## src/rtl/tcu_pkg.sv

```systemverilog
package tcu_pkg;
  localparam int CODE_W   = 8;
  localparam int IRQ_N    = 8;
  localparam int ADDR_W   = 3;

  localparam logic [ADDR_W-1:0] ADDR_STATUS  = 3'd0;
  localparam logic [ADDR_W-1:0] ADDR_COUNT   = 3'd1;
  localparam logic [ADDR_W-1:0] ADDR_COMPARE = 3'd2;
  localparam logic [ADDR_W-1:0] ADDR_CAUSE   = 3'd3;
  localparam logic [ADDR_W-1:0] ADDR_VECTOR  = 3'd4;

  // status bit positions
  localparam int ST_ET   = 0;
  localparam int ST_SUP  = 1;
  localparam int ST_PSUP = 2;
  localparam int ST_MASK = 8;
  // cause field positions
  localparam int CA_PEND = 8;

  typedef struct packed {
    logic              takeTrap;
    logic [CODE_W-1:0] trapCode;
    logic              countInc;
    logic              timerSet;
    logic              wrStatus;
    logic              wrCount;
    logic              wrCompare;
    logic              wrCause;
    logic              wrVector;
  } tcuStrobes_t;
endpackage

```

## src/rtl/tcu_ctrl.sv

```systemverilog
module tcu_ctrl
  import tcu_pkg::*;
#(
  parameter logic [CODE_W-1:0] INT_CODE = 8'd6
) (
  input  logic              clk,
  input  logic              rstN,
  input  logic              slotValid,
  input  logic              excReq,
  input  logic [CODE_W-1:0] excCode,
  input  logic              regWrEn,
  input  logic [ADDR_W-1:0] regAddr,
  input  logic              intrReady,
  input  logic              trapsEnabled,
  input  logic              countMatch,
  output tcuStrobes_t       str
);
  logic intrTake;
  logic excTake;

  always_comb begin
    intrTake     = slotValid && trapsEnabled && intrReady;
    excTake      = slotValid && excReq && !intrTake;
    str          = '0;
    str.takeTrap = intrTake || excTake;
    str.trapCode = intrTake ? INT_CODE : excCode;
    str.countInc = slotValid && !str.takeTrap;
    str.timerSet = str.countInc && countMatch;
    str.wrStatus  = regWrEn && (regAddr == ADDR_STATUS);
    str.wrCount   = regWrEn && (regAddr == ADDR_COUNT);
    str.wrCompare = regWrEn && (regAddr == ADDR_COMPARE);
    str.wrCause   = regWrEn && (regAddr == ADDR_CAUSE);
    str.wrVector  = regWrEn && (regAddr == ADDR_VECTOR);
  end

  // a trap only ever comes from a presented slot
  a_r8_trap_needs_slot: assert property (@(posedge clk) disable iff (!rstN)
    str.takeTrap |-> slotValid)
    else $error("trap without slot");

endmodule

```

## src/rtl/tcu_dp.sv

```systemverilog
module tcu_dp
  import tcu_pkg::*;
#(
  parameter int XLEN = 32
) (
  input  logic              clk,
  input  logic              rstN,
  input  tcuStrobes_t       str,
  input  logic [XLEN-1:0]   pcIn,
  input  logic [IRQ_N-2:0]  irqLines,
  input  logic [XLEN-1:0]   regWrData,
  output logic              intrReady,
  output logic              trapsEnabled,
  output logic              countMatch,
  output logic              redirect,
  output logic [XLEN-1:0]   trapTarget,
  output logic [XLEN-1:0]   epcOut,
  output logic [XLEN-1:0]   causeOut,
  output logic [XLEN-1:0]   statusOut
);
  localparam int TIMER_BIT = IRQ_N - 1;

  logic              etQ, supQ, psupQ;
  logic [IRQ_N-1:0]  maskQ;
  logic [IRQ_N-1:0]  pendQ;
  logic [CODE_W-1:0] codeQ;
  logic [XLEN-1:0]   countQ, compareQ, epcQ, vectorQ;
  logic              redirectQ;

  // status register
  always_ff @(posedge clk or negedge rstN) begin
    if (!rstN) begin
      etQ   <= 1'b0;
      supQ  <= 1'b1;
      psupQ <= 1'b0;
      maskQ <= '0;
    end else if (str.takeTrap) begin
      etQ   <= 1'b0;
      supQ  <= 1'b1;
      psupQ <= supQ;
    end else if (str.wrStatus) begin
      etQ   <= regWrData[ST_ET];
      supQ  <= regWrData[ST_SUP];
      psupQ <= regWrData[ST_PSUP];
      maskQ <= regWrData[ST_MASK +: IRQ_N];
    end
  end

  // counter and compare
  always_ff @(posedge clk or negedge rstN) begin
    if (!rstN) begin
      countQ   <= '0;
      compareQ <= '0;
    end else begin
      if (str.wrCount)       countQ <= regWrData;
      else if (str.countInc) countQ <= countQ + 1'b1;
      if (str.wrCompare)     compareQ <= regWrData;
    end
  end

  // cause: code field and pending flags
  always_ff @(posedge clk or negedge rstN) begin
    if (!rstN) begin
      codeQ <= '0;
      pendQ <= '0;
    end else begin
      if (str.takeTrap)     codeQ <= str.trapCode;
      else if (str.wrCause) codeQ <= regWrData[CODE_W-1:0];
      for (int i = 0; i < IRQ_N; i++) begin
        if (i == TIMER_BIT) begin
          if (str.wrCompare)     pendQ[i] <= 1'b0;
          else if (str.timerSet) pendQ[i] <= 1'b1;
          else if (str.wrCause)  pendQ[i] <= regWrData[CA_PEND + i];
        end else begin
          pendQ[i] <= irqLines[i];
        end
      end
    end
  end

  // exception PC, vector, redirect
  always_ff @(posedge clk or negedge rstN) begin
    if (!rstN) begin
      epcQ      <= '0;
      vectorQ   <= '0;
      redirectQ <= 1'b0;
    end else begin
      redirectQ <= str.takeTrap;
      if (str.takeTrap) epcQ    <= pcIn;
      if (str.wrVector) vectorQ <= regWrData;
    end
  end

  always_comb begin
    intrReady    = |(pendQ & maskQ);
    trapsEnabled = etQ;
    countMatch   = (countQ == compareQ);
    redirect     = redirectQ;
    trapTarget   = vectorQ;
    epcOut       = epcQ;
    causeOut     = '0;
    causeOut[CODE_W-1:0]          = codeQ;
    causeOut[CA_PEND +: IRQ_N]    = pendQ;
    statusOut    = '0;
    statusOut[ST_ET]              = etQ;
    statusOut[ST_SUP]             = supQ;
    statusOut[ST_PSUP]            = psupQ;
    statusOut[ST_MASK +: IRQ_N]   = maskQ;
  end

  // completed slot advances count by one
  a_r2_count_step: assert property (@(posedge clk) disable iff (!rstN)
    (str.countInc && !str.wrCount) |=> countQ == XLEN'($past(countQ) + 1'b1))
    else $error("count step");

  // compare write leaves timer flag clear
  a_r4_compare_clears: assert property (@(posedge clk) disable iff (!rstN)
    str.wrCompare |=> !pendQ[TIMER_BIT])
    else $error("timer flag after compare write");

  // status update on trap
  a_r10_trap_status: assert property (@(posedge clk) disable iff (!rstN)
    str.takeTrap |=> (!etQ && supQ && psupQ == $past(supQ) && $stable(maskQ)))
    else $error("status on trap");

  // trap keeps the timer flag
  a_r11_keep_timer: assert property (@(posedge clk) disable iff (!rstN)
    (str.takeTrap && !str.wrCompare && !str.wrCause) |=> $stable(pendQ[TIMER_BIT]))
    else $error("timer flag lost on trap");

  // saved PC and redirect pulse
  a_r12_epc_redirect: assert property (@(posedge clk) disable iff (!rstN)
    str.takeTrap |=> (epcQ == $past(pcIn) && redirectQ))
    else $error("epc or redirect");

endmodule

```

## src/rtl/trap_irq_unit.sv

```systemverilog
module trap_irq_unit
  import tcu_pkg::*;
#(
  parameter int                XLEN     = 32,
  parameter logic [CODE_W-1:0] INT_CODE = 8'd6
) (
  input  logic              clk,
  input  logic              rstN,
  input  logic              slotValid,
  input  logic [XLEN-1:0]   pcIn,
  input  logic              excReq,
  input  logic [CODE_W-1:0] excCode,
  input  logic [IRQ_N-2:0]  irqLines,
  input  logic              regWrEn,
  input  logic [ADDR_W-1:0] regAddr,
  input  logic [XLEN-1:0]   regWrData,
  output logic              redirect,
  output logic [XLEN-1:0]   trapTarget,
  output logic [XLEN-1:0]   epcOut,
  output logic [XLEN-1:0]   causeOut,
  output logic [XLEN-1:0]   statusOut
);
  tcuStrobes_t str;
  logic intrReady, trapsEnabled, countMatch;

  tcu_ctrl #(.INT_CODE(INT_CODE)) uCtrl (
    .clk(clk), .rstN(rstN), .slotValid(slotValid), .excReq(excReq),
    .excCode(excCode), .regWrEn(regWrEn), .regAddr(regAddr),
    .intrReady(intrReady), .trapsEnabled(trapsEnabled),
    .countMatch(countMatch), .str(str)
  );

  tcu_dp #(.XLEN(XLEN)) uDp (
    .clk(clk), .rstN(rstN), .str(str), .pcIn(pcIn), .irqLines(irqLines),
    .regWrData(regWrData), .intrReady(intrReady),
    .trapsEnabled(trapsEnabled), .countMatch(countMatch),
    .redirect(redirect), .trapTarget(trapTarget), .epcOut(epcOut),
    .causeOut(causeOut), .statusOut(statusOut)
  );

  // interrupt beats a same-slot exception
  a_r9_intr_first: assert property (@(posedge clk) disable iff (!rstN)
    (slotValid && excReq && intrReady && trapsEnabled)
      |=> causeOut[CODE_W-1:0] == INT_CODE)
    else $error("exception won over interrupt");

endmodule

```

## config.mk

```make
export PLATFORM = sky130hd
export DESIGN_NAME = trap_irq_unit
export DESIGN_NICKNAME = d
export VERILOG_FILES = /design/src/rtl/tcu_pkg.sv /design/src/rtl/tcu_ctrl.sv /design/src/rtl/tcu_dp.sv /design/src/rtl/trap_irq_unit.sv
export SDC_FILE = /design/constraint.sdc
export NUM_CORES = 1
export LEC_CHECK = 0
export BUFFER_PORTS_ARGS = -buffer_cell sky130_fd_sc_hd__buf_2
export CORE_ASPECT_RATIO = 1.75
export CORE_MARGIN = 5
export CORE_UTILIZATION = 35
export CTS_CLUSTER_SIZE = 28
export DETAILED_ROUTE_END_ITERATION = 8
export GPL_TIMING_DRIVEN = 0
export PLACE_DENSITY = 0.71
export SLEW_MARGIN = 20
export SYNTH_ARGS = -nofsm -noshare
export SYNTH_HDL_FRONTEND = slang
export SYNTH_SLANG_ARGS = --single-unit
```

## constraint.sdc

```tcl
create_clock -name clk -period 1.8 [get_ports clk]
set_clock_uncertainty 0.05 [all_clocks]
set_input_delay 0.09 -clock clk [delete_from_list [all_inputs] [get_ports clk]]
set_output_delay 0.09 -clock clk [all_outputs]
set_load 0.01 [all_outputs]
```

# Word level (Yosys, flattened, before mapping)
# Cells that the tools add are included.
[classes]
mux = 14
reduce_logical = 21
bitwise_logic = 2
eq_ne = 5
n_addsub = 1
[op_table]
columns = ["op", "count"]
rows = [
  ["32-bit 2-to-1 mux", 2],
  ["32-bit by 1-bit adder with 32-bit output (second input constant)", 1],
  ["32-bit equality test", 1],
  ["8-bit 2-to-1 mux", 3],
  ["1-bit logical AND", 11],
  ["1-bit 2-to-1 mux", 9],
  ["8-bit bitwise AND", 1],
  ["8-bit OR reduction", 1],
  ["3-bit by 2-bit equality test with 1-bit output (second input constant)", 2],
  ["2-bit nonzero test", 3],
  ["3-bit by 1-bit equality test with 1-bit output (second input constant)", 1],
  ["3-bit equality test (second input constant)", 1],
  ["3-bit logical NOT", 1],
  ["3-bit nonzero test", 1],
  ["1-bit logical NOT", 2],
  ["2-bit AND reduction", 1],
  ["1-bit logical OR", 1],
  ["1-bit NOT", 1],
]
[word_totals]
ff_bits = 156
elab_cells = 55
inputBits = 87

# Longest topological paths before layout
# Gate-level depths: netlist of the first run.
[logic_depth]
ltp_word = 11
ltp_mapped = 8
depth_no_buf = 7

# Cells and area by module
# A second synthesis of the first run with hierarchy kept.
[hier_totals]
cells_unflattened = 602
hier_area_um2 = 7294.5
[by_module_without_submodules]
columns = ["module", "cells_per_inst", "area_each_um2", "instances"]
rows = [
  ["tcu_dp", 583, 7146.9, 1],
  ["tcu_ctrl", 19, 147.6, 1],
]

# Least setup slack after synthesis of the first run
# OpenSTA, ideal clock, no wires.
[synth_timing]
path_kind = "reg-to-reg"
start = "register uDp.pendQ[6]"
end = "register uDp.maskQ[0]"
synth_period_minus_slack_ns = 1.921
t_required_ns = 1.625
arrival_time_ns = 1.747
path_stages_with_launch = 7
slack_ns = -0.121
setup_time_ns = 0.125
n_path_buf = 0
path_cell_list = "dfrtp_1 > a22o_1 > a221oi_2 > a31oi_2 > a21oi_2 > nand2_2 > mux2_2"
[synth_via]
elab_chain_cells = 8
[synth_rtl]
columns = ["item", "line_no", "source"]
rows = [
  ["from (decl)", "tcu_dp.sv:25", "logic [IRQ_N-1:0] pendQ;"],
  ["from (signal, indexed assignment)", "tcu_dp.sv:73", "else if (str.wrCause) pendQ[i] <= regWrData[CA_PEND + i];"],
  ["from (signal, indexed assignment)", "tcu_dp.sv:75", "pendQ[i] <= irqLines[i];"],
  ["8-bit bitwise AND *", "tcu_dp.sv:95", "intrReady = |(pendQ & maskQ);"],
  ["8-bit OR reduction *", "tcu_dp.sv:95", ""],
  ["1-bit logical AND *", "tcu_ctrl.sv:22", "intrTake = slotValid && trapsEnabled && intrReady;"],
  ["1-bit logical NOT", "tcu_ctrl.sv:23", "excTake = slotValid && excReq && !intrTake;"],
  ["1-bit logical AND", "tcu_ctrl.sv:23", ""],
  ["1-bit logical OR *", "tcu_ctrl.sv:25", "str.takeTrap = intrTake || excTake;"],
  ["1-bit NOT (no source line) *", "--", ""],
  ["2-bit AND reduction (no source line) *", "--", ""],
  ["to (signal assigned)", "tcu_dp.sv:45", "maskQ <= regWrData[ST_MASK +: IRQ_N];"],
  ["to (decl)", "tcu_dp.sv:24", "logic [IRQ_N-1:0] maskQ;"],
]
# Every way passes the cells marked *; elsewhere a longest branch is shown, timed or not.
# A chain may end at the register's enable or synchronous reset.

# Worst setup path in the final report of the first run
[layout_timing]
start = "register uDp.pendQ[7]"
end = "register uDp.countQ[19]"
[layout_via]
elab_chain_cells = 9
[layout_rtl]
columns = ["item", "line_no", "source"]
rows = [
  ["8-bit bitwise AND *", "tcu_dp.sv:95", ""],
  ["8-bit OR reduction *", "tcu_dp.sv:95", ""],
  ["1-bit logical AND *", "tcu_ctrl.sv:22", ""],
  ["1-bit logical NOT", "tcu_ctrl.sv:23", ""],
  ["1-bit logical AND", "tcu_ctrl.sv:23", ""],
  ["1-bit logical OR *", "tcu_ctrl.sv:25", ""],
  ["1-bit logical NOT *", "tcu_ctrl.sv:27", "str.countInc = slotValid && !str.takeTrap;"],
  ["1-bit logical AND *", "tcu_ctrl.sv:27", ""],
  ["2-bit nonzero test (no source line) *", "--", ""],
  ["to (signal assigned)", "tcu_dp.sv:55", "if (str.wrCount) countQ <= regWrData;"],
  ["to (signal assigned)", "tcu_dp.sv:56", "else if (str.countInc) countQ <= countQ + 1'b1;"],
  ["to (decl)", "tcu_dp.sv:27", "logic [XLEN-1:0] countQ, compareQ, epcQ, vectorQ;"],
]
# Marks and branches as above.

==> results_dict.tcl, run 1 <==
set metrics [dict create \
    crit_path_frequent_cell "sky130_fd_sc_hd__buf_12" \
    ctsLongestPathBuffers 2 \
    post_drt_via_cell_ratio 4.951 \
    slew-limit-headroom_pct 43.54 \
    worst_path_buffer_plus_inverter_count 3 \
    worst-endpoint-required_ns 2.03 \
    maxClockFrequency_mhz 456.2 \
    grt_first_pass_wirelength_mm 36.19 \
    starting_density_pct 35.35 \
    rrSetupSlack_ns -0.39 \
    grt_setup_unrepaired "true" \
    clock_insertion_delay_worst_skew_ns 0.43 \
    status "finished with violations" \
    maximum_number_of_pins_on_one_net_before_global_route_repair 82 \
    tritoncts_num_sinks 156 \
    start_point_of_the_critical_path "uDp.pendQ[7]$_DFFE_PN0P_" \
    timing.critical_path.to "uDp.countQ[19]$_DFFE_PN0P_" \
    worst-path-stages 9 \
    final_net_count 1096 \
    setup_viol 85 \
    number_of_levels_in_the_clock_h_tree 4 \
    grt-ovfl-total 0 \
    synthToLayoutAreaGrowth_pct 50.79 \
    synth_enable_flop_cells 0 \
    final_common_cell "sky130_fd_sc_hd__buf_2" \
    detail_route.wirelength_mm 23.27 \
    average_cell_area_after_synthesis_um2 11.05 \
    ir_drop_mv 0.7043 \
    synth.ff_latch_count 156 \
    synthesis.yosys.warnings 0 \
    syn_area_mm2 0.007338 \
    max_cap_violations 0 \
    crit_arrival_ns 2.42 \
    cts-root-buf "sky130_fd_sc_hd__clkbuf_16" \
    fillers 1725 \
    slowest_stage "sky130_fd_sc_hd__dfrtp_2" \
    mostFrequentLayoutCells "sky130_fd_sc_hd__buf_2 (180), sky130_fd_sc_hd__dfrtp_1 (145), sky130_fd_sc_hd__nand2_1 (131)" \
    synthArstFlopShare_pct 100.0 \
    criticalPathCategory "reg -> reg" \
    synth_seq_area_share_pct 53.21 \
    max_stage_delay_ns 0.44 \
    postSynthCellCount 664 \
    cp-end-kind "register" \
    power_density_mw_per_mm2 1042 \
    cts_tree "yes" \
    number_of_ports_placed_on_the_die_boundary 216 \
    cts_inserted_buffers 17 \
    failed_checks "setup timing" \
    r2r-end "uDp.countQ[19]$_DFFE_PN0P_" \
    initial_antenna_violation_count 0 \
    place.port_buffers 178 \
    place_congestion 0.8907 \
    type_of_element_launching_the_critical_path "register" \
    design_area_mm2 0.01107 \
    min_period_over_period_pct 121.8 \
    area.sequential_mm2 0.003918 \
    die_footprint_mm2 0.02408 \
    cp_cell_sequence "a22o_1 > a221oi_4 > a31oi_4 > buf_12 > buf_4 > buf_12 > nor4_4 > xnor2_1 > a21oi_1" \
    timing.rr.start "uDp.pendQ[7]$_DFFE_PN0P_" \
    hold_crit_class "in -> reg" \
    detailedRoute.firstIterationViolations 333 \
    whs_ns 0.09739 \
    core_area_mm2 0.02076 \
    multi_input_area_mm2 0.003608 \
    power_leakage_nw 5.079 \
    detail_route.wl_per_cell_um 18.28 \
    path_max_fanout 7 \
    num_rows 70 \
    vias 6302 \
    antenna_left 0 \
    timing.final.ws_setup_ns -0.3919 \
    post_synthesis_cell_type_count 46 \
    drt_pre_antenna_iters 5 \
    die_h_um 201.6 \
    ff2ff_path_depth 9 \
    post_synth_main_area_contributors "sky130_fd_sc_hd__dfrtp_1 (53%), sky130_fd_sc_hd__mux2_2 (11%), sky130_fd_sc_hd__nand2_1 (6.9%)" \
    drt_drc_violations_left 0 \
    detailed_place_hpwl_mm 15.72 \
    dominantRegCellSynth "sky130_fd_sc_hd__dfrtp_1" \
    fin_crit_ns 2.192 \
    netlist.top_cell.by_area "sky130_fd_sc_hd__dfrtp_1" \
    clkTransAtPathRegs_ns 0.07 \
    synth_top_area_share_pct 52.86 \
    layout_cells_sized_above_1_pct 43.88 \
    groute.usage.overall_pct 19.21 \
    number_of_global_route_vias_before_repair 6937 \
    total_cell_area_at_the_placement_stage_mm2 0.008850 \
    tightest_slew_ns 0.8404 \
    cell_family_contributing_the_most_delay_on_the_critical_path "compound AO/OA/AOI/OAI gates" \
    timing.final.hold_violations 0 \
    die-width_um 119.5 \
    antenna-diode-count 0 \
    final_max_slew_viol_count 0 \
]
[area by class of cell]
| class | instances | share of cell area (%) |
|---|---|---|
| tap | 252 | 2.849 |
| clock buffer | 17 | 3.844 |
| sequential | 156 | 35.40 |
| clock inverter | 15 | 1.470 |
| multi-input combinational | 474 | 32.61 |
| timing repair buffer | 290 | 18.87 |
| buffer | 67 | 4.817 |
| inverter | 2 | 0.1357 |
[metrics by stage]
stage | util [%] | power [mW] | cells | setup TNS (ns) | setup slack, ns
2_1_floorplan | - | 6.337 | 700 | -2.347 | -0.09424
3_3_place_gp | 42.45 | 7.325 | 1130 | -332.55 | -1.820
3_5_place_dp | 42.63 | 7.428 | 1131 | -55.80 | -0.5612
4_1_cts | 52.11 | 11.44 | 1262 | -23.18 | -0.3654
5_1_grt | 53.31 | 12.08 | 1273 | -31.00 | -0.4616
6_report | 53.31 | 11.53 | 1273 | -24.91 | -0.3919
[cells by family (layout without fill, tap and decap cells)]
kind of cell,Yosys count,after routing,share of synthesized area [%]
flip-flops,156,156,53.21
multiplexers,85,85,12.82
other,1,37,0.05110
adder cells (fa/ha/maj),1,1,0.1705
XOR/XNOR,61,61,7.280
AO/OA/AOI/OAI,48,48,3.973
buffers and inverters,70,391,5.831
AND/OR/NAND/NOR,242,242,16.66
[sequential cells by signal (all words and copies together) (netlist names), 8 cells and up]
register        cells
uDp.codeQ           8
uDp.maskQ           8
uDp.compareQ       32
uDp.trapTarget     32
uDp.epcOut         32
uDp.pendQ           8
uDp.countQ         32
[per-layer routing]
| layer | global-route usage [%] | wire (um) | vias up |
|---|---|---|---|
| li1 | - | - | 2873 |
| met1 | 19.36 | 7859 | 3086 |
| met2 | 34.77 | 12730 | 265 |
| met3 | 4.106 | 1291 | 78 |
| met4 | 13.11 | 1390 | 0 |
| met5 | 0 | 0 | - |
[cell usage after synthesis, types with 2 or more instances]
library cell,n
sky130_fd_sc_hd__dfrtp_1,155
sky130_fd_sc_hd__nand2_1,134
sky130_fd_sc_hd__mux2_2,72
sky130_fd_sc_hd__xnor2_1,43
sky130_fd_sc_hd__buf_4,41
sky130_fd_sc_hd__nor2_1,28
sky130_fd_sc_hd__clkbuf_1,23
sky130_fd_sc_hd__xor2_1,18
sky130_fd_sc_hd__nand4_1,15
sky130_fd_sc_hd__a21oi_1,13
sky130_fd_sc_hd__mux2i_1,13
sky130_fd_sc_hd__nor3_1,13
sky130_fd_sc_hd__o21ai_0,12
sky130_fd_sc_hd__nand3_1,11
sky130_fd_sc_hd__nor4_2,10
sky130_fd_sc_hd__o21ai_1,8
sky130_fd_sc_hd__a211oi_1,6
sky130_fd_sc_hd__nor4_1,4
sky130_fd_sc_hd__and3_1,3
sky130_fd_sc_hd__buf_2,3
sky130_fd_sc_hd__nand3_2,3
sky130_fd_sc_hd__nor3b_1,3
sky130_fd_sc_hd__or2_2,3
sky130_fd_sc_hd__or4_1,3
sky130_fd_sc_hd__a22oi_1,2
sky130_fd_sc_hd__nand2_2,2
sky130_fd_sc_hd__nor2b_1,2
sky130_fd_sc_hd__nor4_4,2
sky130_fd_sc_hd__o211ai_1,2
[power breakdown]
part	switching, mW	total [mW]	leakage (nW)	internal, mW
Clock	1.56	3.62	0.281	2.07
Combinational	1.52	3.01	2.93	1.50
Sequential	0.659	4.90	1.87	4.24
Total	3.73	11.5	5.08	7.80
[how the worst min path moves through the flow]
| stage | start | to | slack (ns) | cells past startpoint |
|---|---|---|---|---|
| after floorplan | rstN | uDp.codeQ[0]$_DFFE_PN0P_ | -0.26 | 0 |
| after global placement | irqLines[6] | uDp.pendQ[6]$_DFF_PN0_ | 0.15 | 1 |
| after detailed placement | rstN | uDp.epcOut[9]$_DFFE_PN0P_ | 0.09 | 1 |
| after CTS | excReq | uDp.epcOut[31]$_DFFE_PN0P_ | 0.08 | 5 |
| after global routing | regAddr[0] | uDp.supQ$_DFFE_PN1P_ | 0.1 | 4 |
| final | excReq | uDp.epcOut[1]$_DFFE_PN0P_ | 0.1 | 5 |
[timing repair]
action / 4_1_cts / 5_1_grt
pin swaps: 47 / 38
gates resized for setup: 78 / 47
cloned: 2 / 2
endpoints found under the setup margin: 85 / 105
hold buffers: 80 / 0
endpoints found under the hold margin: 232 / 0
buffers inserted: 17 / 11
[worst register-to-register path, cell delays in order, from the launching register on]
cell	delay (ns)
sky130_fd_sc_hd__dfrtp_2	0.44
sky130_fd_sc_hd__a22o_1	0.25
sky130_fd_sc_hd__a221oi_4	0.29
sky130_fd_sc_hd__a31oi_4	0.15
sky130_fd_sc_hd__buf_12	0.19
sky130_fd_sc_hd__buf_4	0.15
sky130_fd_sc_hd__buf_12	0.14
sky130_fd_sc_hd__nor4_4	0.15
sky130_fd_sc_hd__xnor2_1	0.15
sky130_fd_sc_hd__a21oi_1	0.09
Power figures use the tool's default switching activity.
==> inputs of run 2 (changes only) <==
Settings changed: SKIP_CTS_REPAIR_TIMING set to 1.
==> run 2 against run 1 <==
  * Sequential power shrank 0.8%
  * Non-clock buffer count fell by 22
  * Critical endpoint is now uDp.maskQ[6]$_DFFE_PN0P_
  * Power is 2.4% lower
  * The run still ends with setup timing left
  * Worst setup slack better by 0.034 ns
  * Clock power hardly changed
  * Core utilization down 2.7 points
  * Count of clock-buffer cells in the layout stayed put
  * Critical path depth shrank 2
  * Design area is 5.0% lower
==> results_dict.tcl, run 2 (synthesis gave the netlist of run 1 again) <==
set metrics [dict create \
    mostFrequentLayoutCells "sky130_fd_sc_hd__buf_2 (181), sky130_fd_sc_hd__dfrtp_1 (153), sky130_fd_sc_hd__nand2_1 (133)" \
    final_common_cell "sky130_fd_sc_hd__buf_2" \
    maximum_number_of_pins_on_one_net_before_global_route_repair 82 \
    clkTransAtPathRegs_ns 0.07 \
    min_period_over_period_pct 119.9 \
    final_net_count 1074 \
    cell_internal_pwr_mw 7.668 \
    worst_path_buffer_plus_inverter_count 1 \
    die_h_um 201.6 \
    p_clk_share_pct 32.2 \
    detail_route.wl_per_cell_um 17.53 \
    starting_density_pct 35.35 \
    number_of_levels_in_the_clock_h_tree 4 \
    cts_inserted_buffers 17 \
    grt_setup_unrepaired "true" \
    die-width_um 119.5 \
    detailedRoute.firstIterationViolations 306 \
    cell_family_contributing_the_most_delay_on_the_critical_path "compound AO/OA/AOI/OAI gates" \
    cts-root-buf "sky130_fd_sc_hd__clkbuf_16" \
    timing.final.ws_setup_ns -0.3580 \
    cp_cell_sequence "a22o_1 > a221oi_4 > a31oi_4 > a21oi_4 > buf_12 > nand2_8 > mux2_4" \
    slew-limit-headroom_pct 18.93 \
    path_max_fanout 8 \
    grt-ovfl-total 0 \
    drt_drc_violations_left 0 \
    totalNegativeSetupSlack_ns -19.92 \
    failed_checks "setup timing" \
    maxClockFrequency_mhz 463.4 \
    timing.final.hold_violations 0 \
    tritoncts_num_sinks 156 \
    slowest_stage "sky130_fd_sc_hd__dfrtp_2" \
    initial_antenna_violation_count 0 \
    pwr-share-comb_pct 24.6 \
    max_cap_violations 0 \
    final_max_slew_viol_count 0 \
    power_leakage_nw 4.871 \
    antenna_left 0 \
    detail_route.wirelength_mm 21.93 \
    die_footprint_mm2 0.02408 \
    place.port_buffers 178 \
    ctsLongestPathBuffers 2 \
    synthToLayoutAreaGrowth_pct 43.26 \
    detailed_place_hpwl_mm 15.72 \
    worst-endpoint-required_ns 2.05 \
    number_of_ports_placed_on_the_die_boundary 216 \
    ir_drop_mv 0.5580 \
    fillers 1822 \
    tightest_slew_ns 1.213 \
    status "finished with violations" \
    grt_first_pass_wirelength_mm 32.09 \
    crit_arrival_ns 2.41 \
    layout_cells_sized_above_1_pct 39.14 \
    cp-end-kind "register" \
    cts_tree "yes" \
    groute.usage.overall_pct 17.15 \
    fin_crit_ns 2.158 \
    setup_viol 85 \
    place_congestion 0.8907 \
    num_rows 70 \
    criticalPathCategory "reg -> reg" \
    pre_cts_ws_ns -0.5612 \
    post_drt_via_cell_ratio 4.875 \
    max_stage_delay_ns 0.44 \
    sequential_cell_fraction_of_total_power_pct 43.2 \
    core_area_mm2 0.02076 \
    power_density_mw_per_mm2 1070 \
    vias 6099 \
    hold_crit_class "in -> reg" \
    number_of_global_route_vias_before_repair 6063 \
    p_switching_mw 3.584 \
    antenna-diode-count 0 \
    drt_pre_antenna_iters 5 \
    type_of_element_launching_the_critical_path "register" \
    power.share.switching_pct 31.85 \
    clock_insertion_delay_worst_skew_ns 0.43 \
]
-- run 2: path summary, 6_finish.rpt --
check,start,end,slack [ns],depth (start not counted)
hold / removal,excReq,uDp.epcOut[1]$_DFFE_PN0P_,0.09,5
setup reg to reg,uDp.pendQ[7]$_DFFE_PN0P_,uDp.maskQ[6]$_DFFE_PN0P_,-0.36,7
hold reg to reg,uDp.epcOut[0]$_DFFE_PN0P_,uDp.epcOut[0]$_DFFE_PN0P_,0.42,2
setup / recovery,uDp.pendQ[7]$_DFFE_PN0P_,uDp.maskQ[6]$_DFFE_PN0P_,-0.36,7
max in group asynchronous,rstN,uDp.countQ[0]$_DFFE_PN0P_,0.62,3
min in group asynchronous,rstN,uDp.epcOut[6]$_DFFE_PN0P_,0.24,2
-- run 2: final cells by class --
class	instances	area, um^2	area share [%]
flip-flops and latches	156	3908	37.17
multi-input cells	474	3368	32.04
repair buffers	267	1819	17.31
plain buffers	68	504.2	4.796
clock buffers	17	425.4	4.047
well taps	252	315.3	2.999
clock inverters	15	162.7	1.547
inverters	2	10.01	0.09522
-- run 2: through the flow --
step                util (%)  instances  hold slack (ns)  total power [mW]  instance area (um^2)
detailed placement     42.63       1131          0.08589             7.428                  8850
floorplan                  -        700          -0.2556             6.337                  7606
global placement       42.45       1130           0.1481             7.325                  8812
finish                 50.64       1251          0.09039             11.25                 10510
global route           50.64       1251           0.1092             11.82                 10510
CTS                    45.47       1163          -0.3768             11.08                  9438
-- run 2: power by group through the flow --
stage	Combinational, mW	Clock [mW]	Sequential, mW
floorplan	1.37	0	4.96
global placement	2.47	0	4.86
detailed placement	2.53	0	4.89
CTS	2.54	3.70	4.84
global route	3.01	3.84	4.96
finish	2.77	3.62	4.86
-- run 2: routing by layer --
metal	up-vias	routed length [um]	global-route usage, %
met4	0	822	9.095
li1	2835	-	-
met3	50	1209	4.106
met1	2995	7653	17.55
met2	219	12240	31.74
met5	-	0	0
-- run 2: tightest hold or removal path, delay by kind of cell --
kind	cells	cell delay, ns
buffers and inverters	2	0.27
and+or+nand+nor	2	0.11
AOI/OAI and AO/OA	1	0.06
==> inputs of run 3 (changes only) <==
Settings changed: ABC_AREA set to 1, PLACE_DENSITY 0.71 to 0.7, TNS_END_PERCENT set to 30.
==> run 3 against run 2 <==
  * Count of clock-buffer cells in the layout up 1
  * Power rose by 12%
  * The run still ends with setup timing left
  * Sequential share of layout area fell by 2.5 points
  * Die area increased by 9.1%
  * Maximum frequency rose by 20%
==> results_dict.tcl, run 3 <==
set metrics [dict create \
    status "finished with violations" \
    failed_checks "setup timing" \
    drt_drc_violations_left 0 \
    fin_crit_ns 1.804 \
    vias 7375 \
    slew-limit-headroom_pct 56.53 \
    cts-root-buf "sky130_fd_sc_hd__clkbuf_16" \
    dominantRegCellSynth "sky130_fd_sc_hd__dfrtp_1" \
    place_inst 1486 \
    hold_crit_class "in -> reg" \
    drt_pre_antenna_iters 5 \
    synth_seq_area_share_pct 48.50 \
    postSynthCellCount 971 \
    post_synth_most_frequent_cells "sky130_fd_sc_hd__nand2_1 (323), sky130_fd_sc_hd__dfrtp_1 (155), sky130_fd_sc_hd__inv_1 (97)" \
    final_max_slew_viol_count 0 \
    power_density_mw_per_mm2 1119 \
    detail_route.wl_per_cell_um 16.57 \
    power.share.switching_pct 35.04 \
    synthesis.yosys.warnings 0 \
    p_switching_mw 4.416 \
    worst-endpoint-required_ns 2.12 \
    die_h_um 210.6 \
    grt_first_pass_wirelength_mm 39.50 \
    detailedRoute.firstIterationViolations 265 \
    setup_viol 2 \
    post_drt_via_cell_ratio 4.586 \
    starting_density_pct 35.40 \
    die-width_um 124.7 \
    timing.final.ws_setup_ns -0.003879 \
    groute.usage.overall_pct 19.24 \
    path_max_fanout 7 \
    number_of_global_route_vias_before_repair 7453 \
    post_synthesis_cell_type_count 37 \
    mostFrequentLayoutCells "sky130_fd_sc_hd__nand2_1 (303), sky130_fd_sc_hd__buf_2 (179), sky130_fd_sc_hd__dfrtp_1 (151)" \
    clkTransAtPathRegs_ns 0.07 \
    min_period_over_period_pct 100.2 \
    tritoncts_num_sinks 156 \
    cts_tree "yes" \
    ir_drop_mv 0.6611 \
    criticalPathCategory "reg -> reg" \
    max_cap_violations 0 \
    maxClockFrequency_mhz 554.4 \
    number_of_ports_placed_on_the_die_boundary 216 \
    sequential_cell_fraction_of_total_power_pct 41.0 \
    synth_most_common_cell "sky130_fd_sc_hd__nand2_1" \
    p_clk_share_pct 28.4 \
    average_cell_area_after_synthesis_um2 8.292 \
    tightest_slew_ns 0.6521 \
    detailed_place_hpwl_mm 19.88 \
    cts_inserted_buffers 17 \
    core_area_mm2 0.02274 \
    type_of_element_launching_the_critical_path "register" \
    syn_area_mm2 0.008051 \
    post_layout_nonfiller_instances 1608 \
    antenna-diode-count 0 \
    synth_enable_flop_cells 0 \
    synth_top_area_share_pct 48.17 \
    die_footprint_mm2 0.02626 \
    grt-ovfl-total 0 \
    num_rows 73 \
    post_synth_main_area_contributors "sky130_fd_sc_hd__dfrtp_1 (48%), sky130_fd_sc_hd__nand2_1 (15%), sky130_fd_sc_hd__o21ai_0 (5.0%)" \
    maximum_number_of_pins_on_one_net_before_global_route_repair 86 \
    synthToLayoutAreaGrowth_pct 39.91 \
    pre_cts_ws_ns -0.07722 \
    grt_setup_unrepaired "true" \
    fillers 2170 \
    ctsLongestPathBuffers 2 \
    place.port_buffers 178 \
    pwr-share-comb_pct 30.6 \
    timing.final.hold_violations 0 \
    power_leakage_nw 5.808 \
    antenna_left 0 \
    final_net_count 1383 \
    clock_insertion_delay_worst_skew_ns 0.44 \
    crit_arrival_ns 2.13 \
    initial_antenna_violation_count 0 \
    number_of_levels_in_the_clock_h_tree 4 \
    final_common_cell "sky130_fd_sc_hd__nand2_1" \
    detail_route.wirelength_mm 26.64 \
    cell_internal_pwr_mw 8.187 \
    synth.ff_latch_count 156 \
    cp-end-kind "register" \
    place_congestion 0.9793 \
    layout_cells_sized_above_1_pct 29.13 \
    synthArstFlopShare_pct 100.0 \
    netlist.top_cell.by_area "sky130_fd_sc_hd__dfrtp_1" \
]
==> run 3: cell types whose count changed in the layout (fill, tap and decap cells not counted), sizes merged, moves of 40 or more <==
cell   delta
nand2   +196
inv      +98
mux2     -40
nand3    +47
o21ai    +67
nor2     +43
==> run 3: cell families (layout without fill, tap and decap cells) <==
logic type / count (synthesis) / count (layout) / share of synthesized area (%)
flops: 156 / 156 / 48.50
mux: 32 / 32 / 5.641
xor+xnor: 23 / 23 / 2.502
simple gates: 478 / 478 / 25.36
compound gates: 105 / 105 / 6.946
other cells: 1 / 37 / 0.04658
buf+inv: 175 / 476 / 10.85
fa+ha+maj: 1 / 1 / 0.1554
==> run 3: critical path: stages (launching register included) <==
cell	delay, ns
sky130_fd_sc_hd__dfrtp_1	0.44
sky130_fd_sc_hd__nand2_1	0.09
sky130_fd_sc_hd__nand2_1	0.06
sky130_fd_sc_hd__nor2_2	0.15
sky130_fd_sc_hd__nand2_2	0.12
sky130_fd_sc_hd__nand2_8	0.13
sky130_fd_sc_hd__nand3_4	0.12
sky130_fd_sc_hd__nor2_4	0.15
sky130_fd_sc_hd__buf_12	0.15
sky130_fd_sc_hd__clkbuf_16	0.15
sky130_fd_sc_hd__nand2_1	0.06
sky130_fd_sc_hd__nand3_1	0.07
==> run 3: final timing paths <==
| path | start | endpoint | slack, ns | cells after the start |
|---|---|---|---|---|
| hold reg to reg | uDp.trapTarget[27]$_DFFE_PN0P_ | uDp.trapTarget[27]$_DFFE_PN0P_ | 0.43 | 2 |
| setup reg to reg | uDp.pendQ[7]$_DFFE_PN0P_ | uDp.countQ[22]$_DFFE_PN0P_ | -0.004 | 11 |
| min in group asynchronous | rstN | uDp.epcOut[12]$_DFFE_PN0P_ | 0.20 | 2 |
| max in group asynchronous | rstN | uDp.countQ[1]$_DFFE_PN0P_ | 0.66 | 3 |
| setup / recovery | uDp.pendQ[7]$_DFFE_PN0P_ | uDp.countQ[22]$_DFFE_PN0P_ | -0.004 | 11 |
| hold / removal | slotValid | uDp.countQ[1]$_DFFE_PN0P_ | 0.09 | 5 |
==> run 3: final cells by class <==
class	count	area [um^2]	area share [%]
plain buffers	69	518.0	4.598
inverters	106	405.4	3.599
flip-flops and latches	156	3910	34.71
repair buffers	269	1899	16.86
clock buffers	18	429.2	3.810
clock inverters	14	147.6	1.311
multi-input cells	676	3580	31.78
well taps	300	375.4	3.332
==> run 3: stage by stage <==
step	setup TNS, ns	hold WS [ns]	power [mW]	cell area (um^2)	util [%]
floorplan	0	-0.2556	7.227	8187	-
global placement	-278.85	0.1496	8.545	9453	41.56
detailed placement	-1.678	0.09417	8.641	9490	41.73
CTS	-3.434	-0.3758	12.21	10070	44.26
global route	-3.055	0.1355	13.34	11260	49.53
finish	-0.003948	0.09265	12.60	11260	49.53
==> run 3: power by group through the flow <==
stage / logic, mW / registers (mW) / clock network, mW
after floorplan: 2.02 / 5.21 / 0
after global placement: 3.41 / 5.13 / 0
after detailed placement: 3.48 / 5.16 / 0
after CTS: 3.49 / 5.11 / 3.61
after global routing: 4.27 / 5.28 / 3.79
final: 3.86 / 5.17 / 3.58
==> run 3: layer usage <==
metal	vias to the layer above	global-route usage, %	part of all wire (%)
met1	3414	19.05	35
li1	3629	-	-
met4	0	11.09	4.9
met2	262	35.82	55
met5	-	0	0
met3	70	5.187	5.5
